**config.mk**
```make
export PLATFORM = sky130hd
export DESIGN_NAME = spi_menu_engine
export DESIGN_NICKNAME = d
export VERILOG_FILES = /design/src/rtl/spi_menu_engine.sv
export SDC_FILE = /design/constraint.sdc
export NUM_CORES = 2
export LEC_CHECK = 0
export ABC_CLOCK_PERIOD_IN_PS = 8200
export BUFFER_PORTS_ARGS = -buffer_cell sky130_fd_sc_hd__buf_4
export CAP_MARGIN = 20
export CELL_PAD_IN_SITES_DETAIL_PLACEMENT = 0
export CELL_PAD_IN_SITES_GLOBAL_PLACEMENT = 2
export CORE_UTILIZATION = 47
export CTS_CLUSTER_DIAMETER = 120
export DETAILED_ROUTE_END_ITERATION = 8
export GPL_TIMING_DRIVEN = 0
export PLACE_DENSITY = 0.95
export SYNTH_ARGS = -nofsm -noshare
export SYNTH_HDL_FRONTEND = slang
export SYNTH_SLANG_ARGS = --single-unit
export TNS_END_PERCENT = 30
```
**constraint.sdc**
```tcl
create_clock -name clk -period 8.2 [get_ports clk]
set_input_delay 0.82 -clock clk [delete_from_list [all_inputs] [get_ports clk]]
set_output_delay 0.82 -clock clk [all_outputs]
set_load 0.03 [all_outputs]
```
**src/rtl/spi_menu_engine.sv**
```systemverilog
module spi_menu_engine #(
  parameter int DATA_BYTES   = 64,
  parameter int HALF_SLOW    = 5,
  parameter int HALF_FAST    = 3,
  parameter bit FAST_CAPABLE = 1'b1,
  parameter int AW           = $clog2(DATA_BYTES) - 1
) (
  input  logic          clk,
  input  logic          rst_n,
  input  logic          reg_we,
  input  logic [AW-1:0] reg_addr,
  input  logic [31:0]   reg_wdata,
  output logic [31:0]   reg_rdata,
  output logic          spi_sck,
  output logic          spi_csn,
  output logic          spi_mosi,
  input  logic          spi_miso
);
  localparam int CW   = $clog2(DATA_BYTES);
  localparam int DIVW = $clog2(HALF_SLOW + 1);
  localparam logic [AW-1:0] A_CTRL = AW'(0), A_STAT = AW'(1), A_ADDR = AW'(2),
    A_MLO = AW'(3), A_MHI = AW'(4), A_TYPE = AW'(5), A_PRE = AW'(6), A_LOCK = AW'(7);

  typedef enum logic [2:0] {PH_IDLE, PH_PRE, PH_GAP, PH_OPC, PH_ADR, PH_DAT} phase_t;

  logic [31:0] menu_lo, menu_hi;
  logic [15:0] type_q;
  logic [7:0]  prefix_q;
  logic        lock_q;
  logic [23:0] addr_q;
  logic        busy_q, done_q, err_q;
  logic [2:0]  idx_q;
  logic        atom_q, fast_q, dp_q;
  logic [CW-1:0] cnt_q, bytecnt;
  phase_t      phase;
  logic [2:0]  bitcnt;
  logic [7:0]  tx_q, rx_q;
  logic        sck_q, csn_q;
  logic [DIVW-1:0] div_q;
  logic [7:0]  dbuf [DATA_BYTES];

  wire [63:0]   menu_all = {menu_hi, menu_lo};
  wire [7:0]    opcode   = menu_all[{idx_q, 3'b000} +: 8];
  wire [7:0]    start_op = menu_all[{reg_wdata[6:4], 3'b000} +: 8];
  wire [1:0]    kind     = type_q[{idx_q, 1'b0} +: 2];
  wire          has_addr = kind[1];
  wire          is_wr    = kind[0];
  wire [DIVW-1:0] half_m1 = fast_q ? DIVW'(HALF_FAST - 1) : DIVW'(HALF_SLOW - 1);
  wire          tick     = busy_q && (div_q == half_m1);
  wire [CW-1:0] wbase    = {reg_addr[AW-2:0], 2'b00};
  wire [CW-1:0] nxt      = bytecnt + CW'(1);
  wire [7:0]    first_d  = is_wr ? dbuf[0] : 8'h00;
  wire [7:0]    next_d   = is_wr ? dbuf[nxt] : 8'h00;

  assign spi_sck  = sck_q;
  assign spi_csn  = csn_q;
  assign spi_mosi = tx_q[7] & ~csn_q;

  always_comb begin
    reg_rdata = '0;
    if (reg_addr[AW-1]) begin
      for (int k = 0; k < 4; k++) reg_rdata[8*k +: 8] = dbuf[wbase + CW'(k)];
    end else begin
      case (reg_addr)
        A_CTRL: reg_rdata = (32'(cnt_q) << 8) | {24'b0, dp_q, idx_q, 1'b0, fast_q, atom_q, busy_q};
        A_STAT: reg_rdata = {29'b0, err_q, done_q, busy_q};
        A_ADDR: reg_rdata = {8'b0, addr_q};
        A_MLO:  reg_rdata = menu_lo;
        A_MHI:  reg_rdata = menu_hi;
        A_TYPE: reg_rdata = {16'b0, type_q};
        A_PRE:  reg_rdata = {24'b0, prefix_q};
        A_LOCK: reg_rdata = {31'b0, lock_q};
        default: reg_rdata = '0;
      endcase
    end
  end

  always_ff @(posedge clk or negedge rst_n) begin
    if (!rst_n) begin
      menu_lo <= '0; menu_hi <= '0; type_q <= '0; prefix_q <= '0; lock_q <= 1'b0;
      addr_q <= '0; busy_q <= 1'b0; done_q <= 1'b0; err_q <= 1'b0;
      idx_q <= '0; atom_q <= 1'b0; fast_q <= 1'b0; dp_q <= 1'b0; cnt_q <= '0;
      bytecnt <= '0; phase <= PH_IDLE; bitcnt <= '0; tx_q <= '0; rx_q <= '0;
      sck_q <= 1'b0; csn_q <= 1'b1; div_q <= '0;
      for (int i = 0; i < DATA_BYTES; i++) dbuf[i] <= '0;
    end else begin
      if (reg_we) begin
        if (reg_addr[AW-1]) begin
          for (int k = 0; k < 4; k++) dbuf[wbase + CW'(k)] <= reg_wdata[8*k +: 8];
        end else begin
          case (reg_addr)
            A_MLO:  if (!lock_q) menu_lo <= reg_wdata;
            A_MHI:  if (!lock_q) menu_hi <= reg_wdata;
            A_TYPE: if (!lock_q) type_q <= reg_wdata[15:0];
            A_PRE:  if (!lock_q) prefix_q <= reg_wdata[7:0];
            A_LOCK: if (reg_wdata[0]) lock_q <= 1'b1;
            A_ADDR: addr_q <= reg_wdata[23:0];
            A_STAT: begin
              if (reg_wdata[1]) done_q <= 1'b0;
              if (reg_wdata[2]) err_q <= 1'b0;
            end
            A_CTRL: if (reg_wdata[0]) begin
              if (busy_q) err_q <= 1'b1;
              else begin
                busy_q <= 1'b1;
                idx_q  <= reg_wdata[6:4];
                atom_q <= reg_wdata[1];
                fast_q <= reg_wdata[2] & FAST_CAPABLE;
                dp_q   <= reg_wdata[7];
                cnt_q  <= reg_wdata[8 +: CW];
                div_q  <= '0;
                sck_q  <= 1'b0;
                csn_q  <= 1'b0;
                bitcnt <= '0;
                phase  <= reg_wdata[1] ? PH_PRE : PH_OPC;
                tx_q   <= reg_wdata[1] ? prefix_q : start_op;
              end
            end
            default: ;
          endcase
        end
      end

      if (busy_q) begin
        div_q <= tick ? '0 : div_q + DIVW'(1);
        if (tick) begin
          if (phase == PH_GAP) begin
            if (bitcnt[0]) begin
              csn_q <= 1'b0; phase <= PH_OPC; tx_q <= opcode; bitcnt <= '0;
            end else bitcnt <= 3'd1;
          end else if (!sck_q) begin
            sck_q <= 1'b1;
            rx_q  <= {rx_q[6:0], spi_miso};
          end else begin
            sck_q <= 1'b0;
            if (bitcnt != 3'd7) begin
              bitcnt <= bitcnt + 3'd1;
              tx_q   <= {tx_q[6:0], 1'b0};
            end else begin
              bitcnt <= '0;
              case (phase)
                PH_PRE: begin phase <= PH_GAP; csn_q <= 1'b1; end
                PH_OPC: begin
                  if (has_addr) begin
                    phase <= PH_ADR; bytecnt <= '0; tx_q <= addr_q[23:16];
                  end else if (dp_q) begin
                    phase <= PH_DAT; bytecnt <= '0; tx_q <= first_d;
                  end else begin
                    phase <= PH_IDLE; busy_q <= 1'b0; done_q <= 1'b1; csn_q <= 1'b1;
                  end
                end
                PH_ADR: begin
                  if (bytecnt == CW'(2)) begin
                    if (dp_q) begin
                      phase <= PH_DAT; bytecnt <= '0; tx_q <= first_d;
                    end else begin
                      phase <= PH_IDLE; busy_q <= 1'b0; done_q <= 1'b1; csn_q <= 1'b1;
                    end
                  end else begin
                    bytecnt <= nxt;
                    tx_q    <= (bytecnt == '0) ? addr_q[15:8] : addr_q[7:0];
                  end
                end
                PH_DAT: begin
                  if (!is_wr) dbuf[bytecnt] <= rx_q;
                  if (bytecnt == cnt_q) begin
                    phase <= PH_IDLE; busy_q <= 1'b0; done_q <= 1'b1; csn_q <= 1'b1;
                  end else begin
                    bytecnt <= nxt; tx_q <= next_d;
                  end
                end
                default: ;
              endcase
            end
          end
        end
      end
    end
  end
endmodule

```
==> flow_metrics.tcl <==
set metrics [dict create \
    ctsResizeCount 0 \
    hold_class "in -> async" \
    die_h_um 297.2 \
    cts_tree "built" \
    ys_seq_elements 673 \
    ioPinCount 76 \
    hold_viol 0 \
    startpoint_type "register" \
    drive_gt1_share_pct 20.81 \
    cts_buffer_depth 3 \
    yosysSeqAreaShare_pct 41.13 \
    gp_congestion 1.122 \
    crit_required_ns 8.74 \
    dp_hpwl_um 188000 \
    clk_pin_slew_ns 0.06 \
    critical-path-max-stage-delay_ns 0.94 \
    finalSetupViolations 0 \
    critPathSlowestCell "clkbuf_1" \
    peakVddDrop_mv 0.1632 \
    final_util_pct 55.20 \
    synth_edf_count 0 \
    cts_setup_buffers 0 \
    rsz0062_at_grt "false" \
    path_cells "buf_2 -> buf_2 -> clkbuf_1 -> buf_6 -> inv_2 -> ha_1 -> buf_2 -> buf_1 -> buf_8 -> clkbuf_1 -> mux4_2 -> mux2i_1 -> nand2_1 -> a311oi_1 -> a311oi_1 -> o21ai_0 -> a2bb2oi_1" \
    ys_types 62 \
    drc 0 \
    tightest_slew_ns 1.516 \
    clkLatencyLatePin_ns 0.69 \
    first_pass_iters 7 \
    power_leakage_nw 18.91 \
    status "complete, but fails checks" \
    vias_per_cell 7.465 \
    nFillCells 7610 \
    num_vias 38727 \
    grt_overflow 0 \
    post_dp_cell_area_um2 44360 \
    initial_core_util_pct 47.79 \
    ctsHtreeMaxLevel 3 \
    fin_crit_sh_pct 90.67 \
    root_buffer "clkbuf_16" \
    drt_wl_total_um 246700 \
    grt_pass1_wl_um 326600 \
    syn_nets 3761 \
    layout_min_cycle_time_ns 7.435 \
    layout_setup_ws_ns 0.7647 \
    fin_nets 3995 \
    worstSetupPathType "reg -> reg" \
    antenna_found_initial 32 \
    die_area_um2 88310 \
    grt_max_degree 116 \
    crit_fanout 11 \
    power_density_nw_per_um2 239.5 \
    multi_input_area_um2 22570 \
    skew_ns 0.02875 \
    relSlewSlack_pct -1.087 \
    async_flop_share_pct 100.0 \
    drtIter0Drc 7021 \
    design_area_um2 47300 \
    worst_hold_slack_ns 0.1426 \
    wl_per_cell_um 47.54 \
    failed_checks "max-slew violations" \
    synth_warnings 0 \
    die_w_um 297.2 \
    cpMostUsedCell "buf_2" \
    cap_violations 0 \
    first_global_vias 35803 \
    area_delta_synth_final_pct 15.50 \
    cts_buffers 82 \
    synth_area_um2 40950 \
    power_w 0.01133 \
    coreArea_um2 85680 \
    dpl_worst_slack_ns 0.8611 \
    ant_nets 0 \
    postCtsHoldBufs 0 \
    timing.fmax_ghz 0.1345 \
    avgSynthCellArea_um2 11.03 \
    cp-end-kind "register" \
    slew_violations 1 \
    syn_inst 3714 \
    ys.flop_type "dfrtp_1" \
    numPortBuffers 51 \
    arrival_ns 7.97 \
    grt_util_all_layers_pct 55.48 \
    rows 107 \
    clock-sinks 673 \
    seqCellArea_um2 16840 \
]
[cells in the mapped netlist, types with 6 or more instances]
cell type	count	area share [%]
a31oi_1	12	0.18
nand2_1	312	2.9
and3_1	6	0.092
nand2b_1	12	0.18
o31ai_1	6	0.11
buf_2	30	0.37
mux4_2	351	19
nor2b_1	18	0.27
nand3_1	23	0.28
a21oi_1	401	4.9
mux2_2	128	3.5
ha_1	6	0.18
xor2_1	9	0.19
mux2i_1	526	13
o21ai_0	188	2.3
a22oi_1	34	0.62
clkbuf_1	289	2.6
inv_1	19	0.17
nand3b_1	9	0.16
o21ai_1	9	0.11
and2_1	6	0.092
a211oi_1	11	0.20
nor3_1	15	0.18
dfrtp_1	672	41
buf_1	65	0.60
nor2_1	435	4.0
nand4_1	23	0.35
a222oi_1	26	0.64
[report_power, final]
part	internal (W)	total, W	leakage [nW]	switching [W]
Combinational	0.00108	0.00278	10.1	0.00170
Sequential	0.00388	0.00467	7.49	0.000786
Clock	0.00221	0.00388	1.36	0.00166
[cell families after synthesis]
| kind of cell | Yosys count | share of synthesized area, % |
|---|---|---|
| xor gates and xnor gates | 13 | 0.2781 |
| adders and majority gates | 6 | 0.1833 |
| buffers and inverters | 406 | 3.822 |
| AOI/OAI and AO/OA | 722 | 9.787 |
| muxes | 1005 | 35.68 |
| DFF | 673 | 41.13 |
| and+or+nand+nor | 889 | 9.118 |
[per-layer routing]
layer / GRT usage, % / wire length, um / vias up
li1: - / - / 14268
met1: 67.49 / 84630 / 19382
met3: 27.64 / 40290 / 1159
met5: 1.082 / 295 / -
met2: 73.42 / 95960 / 3888
met4: 44.85 / 25480 / 30
[final cells by class]
type	instances	area share (%)
Multi-Input combinational cell	2635	47.72
Sequential cell	673	35.61
Clock buffer	119	5.079
Timing Repair Buffer	150	4.211
Buffer	385	3.214
Tap cell	1144	3.026
Clock inverter	29	0.8042
Antenna cell	32	0.1693
Inverter	21	0.1667
[sequential cells by signal (all words and copies together) (netlist names), 6 cells and up]
signal    count
dbuf        512
tx_q          8
rx_q          8
addr_q       24
menu_hi      32
menu_lo      32
type_q       16
prefix_q      8
cnt_q         6
bytecnt       6
[path summary, 6_finish.rpt]
kind                                        to              startpoint  slack, ns  depth (start not counted)
min                        dbuf[162]$_DFF_PN0_                   rst_n       0.14                          1
max reg2reg                  tx_q[7]$_DFF_PN0_  bytecnt[0]$_DFFE_PN0P_       0.76                         17
min reg2reg                   done_q$_DFF_PN0_        done_q$_DFF_PN0_       0.48                          1
min in group clk           rx_q[0]$_DFFE_PN0P_                spi_miso       0.40                          2
max in group asynchronous  dbuf[354]$_DFF_PN0_                   rst_n       6.38                          3
max                          tx_q[7]$_DFF_PN0_  bytecnt[0]$_DFFE_PN0P_       0.76                         17
[critical path: cells and delay by family, from the launching register on]
kind	cells	cell delay, ns
fa+ha+maj	1	0.53
flops	1	0.35
compound gates	4	1.05
buf+inv	9	4.08
mux	2	1.08
simple gates	1	0.15
[placed cells by master (no fill, tap or decap), types with 55 or more instances in the layout]
cell type  netlist  final
buf_8            0     67
o21ai_0        188    188
mux4_2         351    351
dfrtp_1        672    672
mux2_2         128    128
nand2_1        312    312
mux2i_1        526    526
buf_1           65     56
clkbuf_1       289    288
clkbuf_16        0     83
buf_4            1     55
nor2_1         435    435
a21oi_1        401    401
[metrics by stage]
step	cells	setup TNS, ns
floorplan	3714	0
global placement	4909	-1109.70
detailed placement	5002	0
CTS	5150	0
global route	5159	0
finish	5188	0
Note: power is estimated with default switching activity, not from simulation.
